### src/rtl/dsp_pkg.sv
package dsp_pkg;
  typedef enum logic {
    ST_TRACK = 1'b0,
    ST_FRAME = 1'b1
  } frame_st_e;
endpackage

### src/rtl/dsp_rst_sync.sv
module dsp_rst_sync (
  input  logic clk,
  input  logic arst_n,
  output logic rst_n
);
  logic s1_q, s2_q;

  always_ff @(posedge clk or negedge arst_n) begin
    if (!arst_n) begin
      s1_q <= 1'b0;
      s2_q <= 1'b0;
    end else begin
      s1_q <= 1'b1;
      s2_q <= s1_q;
    end
  end

  assign rst_n = s2_q;
endmodule

### src/rtl/dsp_sync.sv
module dsp_sync #(
  parameter int              W       = 1,
  parameter logic [W-1:0]    RST_VAL = '0
) (
  input  logic         clk,
  input  logic         rst_n,
  input  logic [W-1:0] d_i,
  output logic [W-1:0] q_o
);
  logic [W-1:0] s1_q, s2_q;

  always_ff @(posedge clk or negedge rst_n) begin
    if (!rst_n) begin
      s1_q <= RST_VAL;
      s2_q <= RST_VAL;
    end else begin
      s1_q <= d_i;
      s2_q <= s1_q;
    end
  end

  assign q_o = s2_q;
endmodule

### src/rtl/dsp_rx_core.sv
module dsp_rx_core
  import dsp_pkg::*;
#(
  parameter int WORD_W = 17
) (
  input  logic              clk,
  input  logic              rst_n,
  input  logic              dclk_s,
  input  logic              din_s,
  input  logic              cmd_ready_i,
  output logic              rise_o,
  output logic              frame_o,
  output logic [WORD_W-1:0] cmd_word_o,
  output logic              cmd_valid_o,
  output logic              overrun_o
);
  localparam int                CNT_W = $clog2(WORD_W);
  localparam logic [CNT_W-1:0]  LAST  = CNT_W'(WORD_W - 1);

  frame_st_e         st_q, st_d;
  logic [CNT_W-1:0]  cnt_q, cnt_d;
  logic [WORD_W-2:0] sh_q, sh_d;
  logic              dclk_q;
  logic [WORD_W-1:0] word_q, word_d;
  logic              valid_q, valid_d;
  logic              ovr_q, ovr_d;
  logic              rise, done, accept;

  assign rise   = dclk_s & ~dclk_q;
  assign accept = valid_q & cmd_ready_i;

  always_comb begin
    st_d    = st_q;
    cnt_d   = cnt_q;
    sh_d    = sh_q;
    done    = 1'b0;
    case (st_q)
      ST_TRACK: begin
        if (!dclk_s) st_d = ST_FRAME;
      end
      ST_FRAME: begin
        if (rise) begin
          sh_d = {sh_q[WORD_W-3:0], din_s};
          if (cnt_q == LAST) begin
            cnt_d = '0;
            st_d  = ST_TRACK;
            done  = 1'b1;
          end else begin
            cnt_d = cnt_q + 1'b1;
          end
        end
      end
      default: st_d = ST_TRACK;
    endcase
  end

  always_comb begin
    word_d  = word_q;
    valid_d = valid_q;
    ovr_d   = ovr_q;
    if (accept) begin
      valid_d = 1'b0;
      ovr_d   = 1'b0;
    end
    if (done) begin
      word_d  = {sh_q, din_s};
      valid_d = 1'b1;
      if (valid_q && !cmd_ready_i) ovr_d = 1'b1;
    end
  end

  always_ff @(posedge clk or negedge rst_n) begin
    if (!rst_n) begin
      st_q    <= ST_TRACK;
      cnt_q   <= '0;
      sh_q    <= '0;
      dclk_q  <= 1'b1;
      word_q  <= '0;
      valid_q <= 1'b0;
      ovr_q   <= 1'b0;
    end else begin
      st_q    <= st_d;
      cnt_q   <= cnt_d;
      sh_q    <= sh_d;
      dclk_q  <= dclk_s;
      word_q  <= word_d;
      valid_q <= valid_d;
      ovr_q   <= ovr_d;
    end
  end

  assign rise_o      = rise;
  assign frame_o     = (st_q == ST_FRAME);
  assign cmd_word_o  = word_q;
  assign cmd_valid_o = valid_q;
  assign overrun_o   = ovr_q;

  AST_CNT_BOUND: assert property (@(posedge clk) disable iff (!rst_n)
    cnt_q <= LAST);
  AST_VALID_HOLD: assert property (@(posedge clk) disable iff (!rst_n)
    (valid_q && !cmd_ready_i) |=> valid_q);
  AST_WORD_HOLD: assert property (@(posedge clk) disable iff (!rst_n)
    (valid_q && !cmd_ready_i && !(frame_o && rise)) |=> $stable(word_q));
  AST_NO_CAPTURE: assert property (@(posedge clk) disable iff (!rst_n)
    (!rise) |=> $stable(sh_q));
  AST_OVR_CAUSE: assert property (@(posedge clk) disable iff (!rst_n)
    $rose(ovr_q) |-> $past(valid_q));
endmodule

### src/rtl/dsp_tx_core.sv
module dsp_tx_core #(
  parameter int WORD_W = 17
) (
  input  logic              clk,
  input  logic              rst_n,
  input  logic              rise_i,
  input  logic              frame_i,
  input  logic [WORD_W-1:0] rsp_i,
  output logic              dout_o
);
  logic [WORD_W-1:0] tx_q, tx_d;
  logic              load_en, shift_en;

  assign load_en  = ~frame_i;
  assign shift_en = frame_i & rise_i;

  always_comb begin
    tx_d = tx_q;
    if (load_en)       tx_d = rsp_i;
    else if (shift_en) tx_d = {tx_q[WORD_W-2:0], 1'b0};
  end

  always_ff @(posedge clk or negedge rst_n) begin
    if (!rst_n) tx_q <= '0;
    else        tx_q <= tx_d;
  end

  assign dout_o = tx_q[WORD_W-1];

  AST_TX_TRACK: assert property (@(posedge clk) disable iff (!rst_n)
    (!frame_i) |=> (tx_q == $past(rsp_i)));
  AST_TX_FROZEN: assert property (@(posedge clk) disable iff (!rst_n)
    (frame_i && !rise_i) |=> $stable(tx_q));
  AST_DOUT_EDGE: assert property (@(posedge clk) disable iff (!rst_n)
    (frame_i && !rise_i) |=> $stable(dout_o));
endmodule

### src/rtl/dbg_serial_port.sv
module dbg_serial_port #(
  parameter int WORD_W = 17
) (
  input  logic              clk,
  input  logic              rst_n,
  input  logic              dclk_i,
  input  logic              din_i,
  output logic              dout_o,
  input  logic [WORD_W-1:0] rsp_word_i,
  output logic [WORD_W-1:0] cmd_word_o,
  output logic              cmd_valid_o,
  input  logic              cmd_ready_i,
  output logic              overrun_o
);
  logic       rst_sn;
  logic [1:0] pins_s;
  logic       rise, frame;

  dsp_rst_sync u_rst (
    .clk    (clk),
    .arst_n (rst_n),
    .rst_n  (rst_sn)
  );

  dsp_sync #(.W(2), .RST_VAL(2'b10)) u_sync (
    .clk   (clk),
    .rst_n (rst_sn),
    .d_i   ({dclk_i, din_i}),
    .q_o   (pins_s)
  );

  dsp_rx_core #(.WORD_W(WORD_W)) u_rx (
    .clk         (clk),
    .rst_n       (rst_sn),
    .dclk_s      (pins_s[1]),
    .din_s       (pins_s[0]),
    .cmd_ready_i (cmd_ready_i),
    .rise_o      (rise),
    .frame_o     (frame),
    .cmd_word_o  (cmd_word_o),
    .cmd_valid_o (cmd_valid_o),
    .overrun_o   (overrun_o)
  );

  dsp_tx_core #(.WORD_W(WORD_W)) u_tx (
    .clk     (clk),
    .rst_n   (rst_sn),
    .rise_i  (rise),
    .frame_i (frame),
    .rsp_i   (rsp_word_i),
    .dout_o  (dout_o)
  );

  AST_RESET_QUIET: assert property (@(posedge clk)
    (!rst_sn) |-> (!cmd_valid_o && !overrun_o && !dout_o));
endmodule

### config.mk
export PLATFORM = sky130hd
export DESIGN_NAME = dbg_serial_port
export DESIGN_NICKNAME = d
export VERILOG_FILES = /design/src/rtl/dsp_pkg.sv /design/src/rtl/dsp_rst_sync.sv /design/src/rtl/dsp_sync.sv /design/src/rtl/dsp_rx_core.sv /design/src/rtl/dsp_tx_core.sv /design/src/rtl/dbg_serial_port.sv
export SDC_FILE = /design/constraint.sdc
export NUM_CORES = 1
export LEC_CHECK = 0
export ABC_AREA = 1
export CORE_MARGIN = 5
export CORE_UTILIZATION = 47
export DETAILED_ROUTE_END_ITERATION = 12
export HOLD_SLACK_MARGIN = 0.1
export MAX_ROUTING_LAYER = met4
export PLACE_DENSITY = 0.71
export SLEW_MARGIN = 10
export SYNTH_ARGS = -nofsm -noshare
export SYNTH_HDL_FRONTEND = slang
export SYNTH_SLANG_ARGS = --single-unit
export TNS_END_PERCENT = 30
### constraint.sdc
create_clock -name clk -period 1.8 [get_ports clk]
set_input_delay 0.27 -clock clk [delete_from_list [all_inputs] [get_ports clk]]
set_output_delay 0.27 -clock clk [all_outputs]
set_load 0.01 [all_outputs]
==> results.md <==
* Max IR drop VDD at approximately 0.00056 V
* Crit Path Class: flip-flop to output port
* Register area at approximately 1600 sq um
* Critical path peak fanout at 4
* Max-slew violation count at 0
* Final WL at about 4800 microns
* Clk network pwr share at 0.347
* Clock skew at slightly above 9 ps
* Total CTS buffers at 9
* Max-cap viol count at 0
* Flop and latch count out of synthesis at 65
* Mapped Area at ~2600 sq um
* Cell chain of the critical path: clkdlybuf4s50_1
* Clock Sinks at 65
* Syn_nets at 309
* Leak Pwr at between 0.0015 and 0.002 uW
* Multi-input gate area at ~870 sq um
* Most common cell after layout, fill and taps aside: nand2_1
* Critical path data arrival time at ~1300 ps
* CP bufs+invs at 1
* Flop pwr share at 0.527
* Clk_lat worst skew at 330 ps
* RSZ-0062 raised after global routing: false
* Worst path required time at between 1500 and 2000 ps
* Final ANT Viol Nets at 0
* Top Family by Delay on Critical Path: buffers and inverters
* Die ar. at 7140 sq um
* Vias per inst at 4.74
* Avg Synthesized Cell Area at 9.15 sq um
* Drt wl/cell at 11.7 microns
* Post-Place Setup Slack at approximately 260 ps
* GRT Util Overall at 0.150
* Most frequent cells in the layout: nand2_1, dfrtp_1, clkdlybuf4s50_1
* PwrDens at 1060 nW/um^2
* GRT overflow at 0
* Final worst-path setup slack at 258 ps
* Placed Area at roughly 3000 sq um
* Sw frac at 0.267
* Core area at roughly 5400 sq um
* Die Span Y at 84.5 microns
* Initial drt markers at 85
* Initial antenna violation count at 0
* Fill cells at between 500 and 600
* Crit path max-delay cell type: clkdlybuf4s50_1
* M1 wire length at 2140 microns
* Ports at 42
* Status: finished, final reports clean
* Pint at 2560 uW
* Via Count at just under 2k
* Htree depth at 3
* Crit start category: flip-flop
* Clock-pin slew on the worst setup and hold paths at 70 ps
* Yosys Warn Count at 0
* Net Sw Power at 933 uW
* Post-DP HPWL at approximately 3200 microns
* Drt drc at 0
* Max stage delay on crit path at 550 ps
* Placer Congestion at approximately 0.74
* Endpoints failing setup at 0
* Final Util at 0.604
* Rows at 27
* Setup Buffers After CTS at 0
* Met3 wire len at ~260 microns
* DR WL met2 at 2300 microns
* Area Growth Syn to Fin at 25.9%
* Register area share after synthesis at 0.625
* Vias in the first global route at slightly below 2k
* Final Critical Period at 1540 ps
* PortBufs at 41
* CTS root buffer: clkbuf_8
* TritonRoute pass-1 iters at 4
* Element type at the critical path end: output port
* Fin nets at roughly 360
* Post-Route Setup TNS at 0 ps
* CTS max path bufs at 2
* Share of cells above drive strength 1 at 0.0923
* Synth cell types at 22
* Crit path from: u_rx.cmd_valid_o
* Mapped Cells at 285
* Fin crit share at 0.856
* Final instance area at 3280 sq um
* Final hold vios at 0
* FF-to-FF Start: u_rx.cnt_q[0]
* Logic pwr share at 0.126
* Highest Clock Rate at ~0.65 GHz
* Initial Util at 0.480
* Largest net degree at the start of global routing at 64
* First-pass GRT wire length at approximately 8400 microns
* PostCTS Resize Cnt at 0
* HP Class: flip-flop to asynchronous set/reset pin
* Ant. Diodes at 0
* Die Wd at 84.5 microns
* Highest metal used: met4
* CTS tree: yes
* Power Total at around 3500 uW
[Yosys cell counts]
cell / n / share of area
nand2_1: 159 / 0.23
dfrtp_1: 62 / 0.59
nand3_1: 21 / 0.040
inv_1: 7 / 0.010
o21ai_0: 5 / 0.0096
buf_2: 4 / 0.0077
buf_4: 4 / 0.012
dfstp_2: 3 / 0.030
buf_6: 2 / 0.0086
ha_1: 2 / 0.0096
nand2_2: 2 / 0.0048
nand4_1: 2 / 0.0048
nor2_1: 2 / 0.0029
xor2_1: 2 / 0.0067
a21oi_4: 1 / 0.0062
clkbuf_1: 1 / 0.0014
conb_1: 1 / 0.0014
inv_2: 1 / 0.0014
inv_4: 1 / 0.0024
nand3_4: 1 / 0.0067
nor2_2: 1 / 0.0024
nor2_8: 1 / 0.0077
[layout make-up]
class / count / area share
multi-input cells: 200 / 0.264
repair buffers: 46 / 0.141
clock buffers: 11 / 0.0431
clock inverters: 5 / 0.0168
well taps: 72 / 0.0274
flip-flops and latches: 65 / 0.497
inverters: 9 / 0.0111
[logic make-up (layout without fill, tap and decap cells)]
family,count (synthesis),in the layout,synth area share
simple gates,189,189,0.298
flops,65,65,0.625
buf+inv,20,71,0.0432
compound gates,6,6,0.0158
fa+ha+maj,2,2,0.00959
xor+xnor,2,2,0.00672
other cells,1,1,0.00144
[routing by layer]
metal	vias up	global-route usage
li1	971	-
met4	0	0.0791
met3	6	0.0353
met1	910	0.173
met5	-	-
met2	46	0.244
[registers in the layout, indices dropped and copies added (netlist names), named ones only]
signal            flops
u_rx.cmd_word_o      17
u_rx.cnt_q            5
u_rx.sh_q            16
u_rx.frame_o          1
u_rst.s1_q            1
u_rx.dclk_q           1
u_sync.q_o            2
u_rx.cmd_valid_o      1
u_rst.rst_n           1
u_tx.tx_q            17
u_sync.s1_q           2
[power by group through the flow]
stage / clock network (uW) / logic [uW] / registers [uW]
final: 1210 / 441 / 1840
after global routing: 1290 / 511 / 1870
after floorplan: 0 / 271 / 1850
after global placement: 0 / 426 / 1850
after detailed placement: 0 / 449 / 1860
after CTS: 1230 / 453 / 1840
[repair_timing]
item                                    4_1_cts  5_1_grt
endpoints found under the setup margin        0        0
hold buffers                                  1        0
hold endpoints to repair                      2        0
[through the flow]
stage               instances  hold WS, ps
floorplan                 285        -25.6
global placement          391          284
detailed placement        391          288
CTS                       408          282
global route              408          307
finish                    408          258
[path summary, 6_finish.rpt]
kind | depth (start not counted) | slack (ps) | end
min | 1 | 260 | u_tx.tx_q[0]
max | 1 | 260 | cmd_valid_o
max in group asynchronous | 2 | 1020 | u_rst.rst_n
min in group clk | 0 | 350 | u_rst.rst_n
max reg2reg | 9 | 290 | u_rx.cmd_word_o[8]
min reg2reg | 1 | 260 | u_tx.tx_q[0]
No activity file was read; power rests on OpenSTA's default activity.
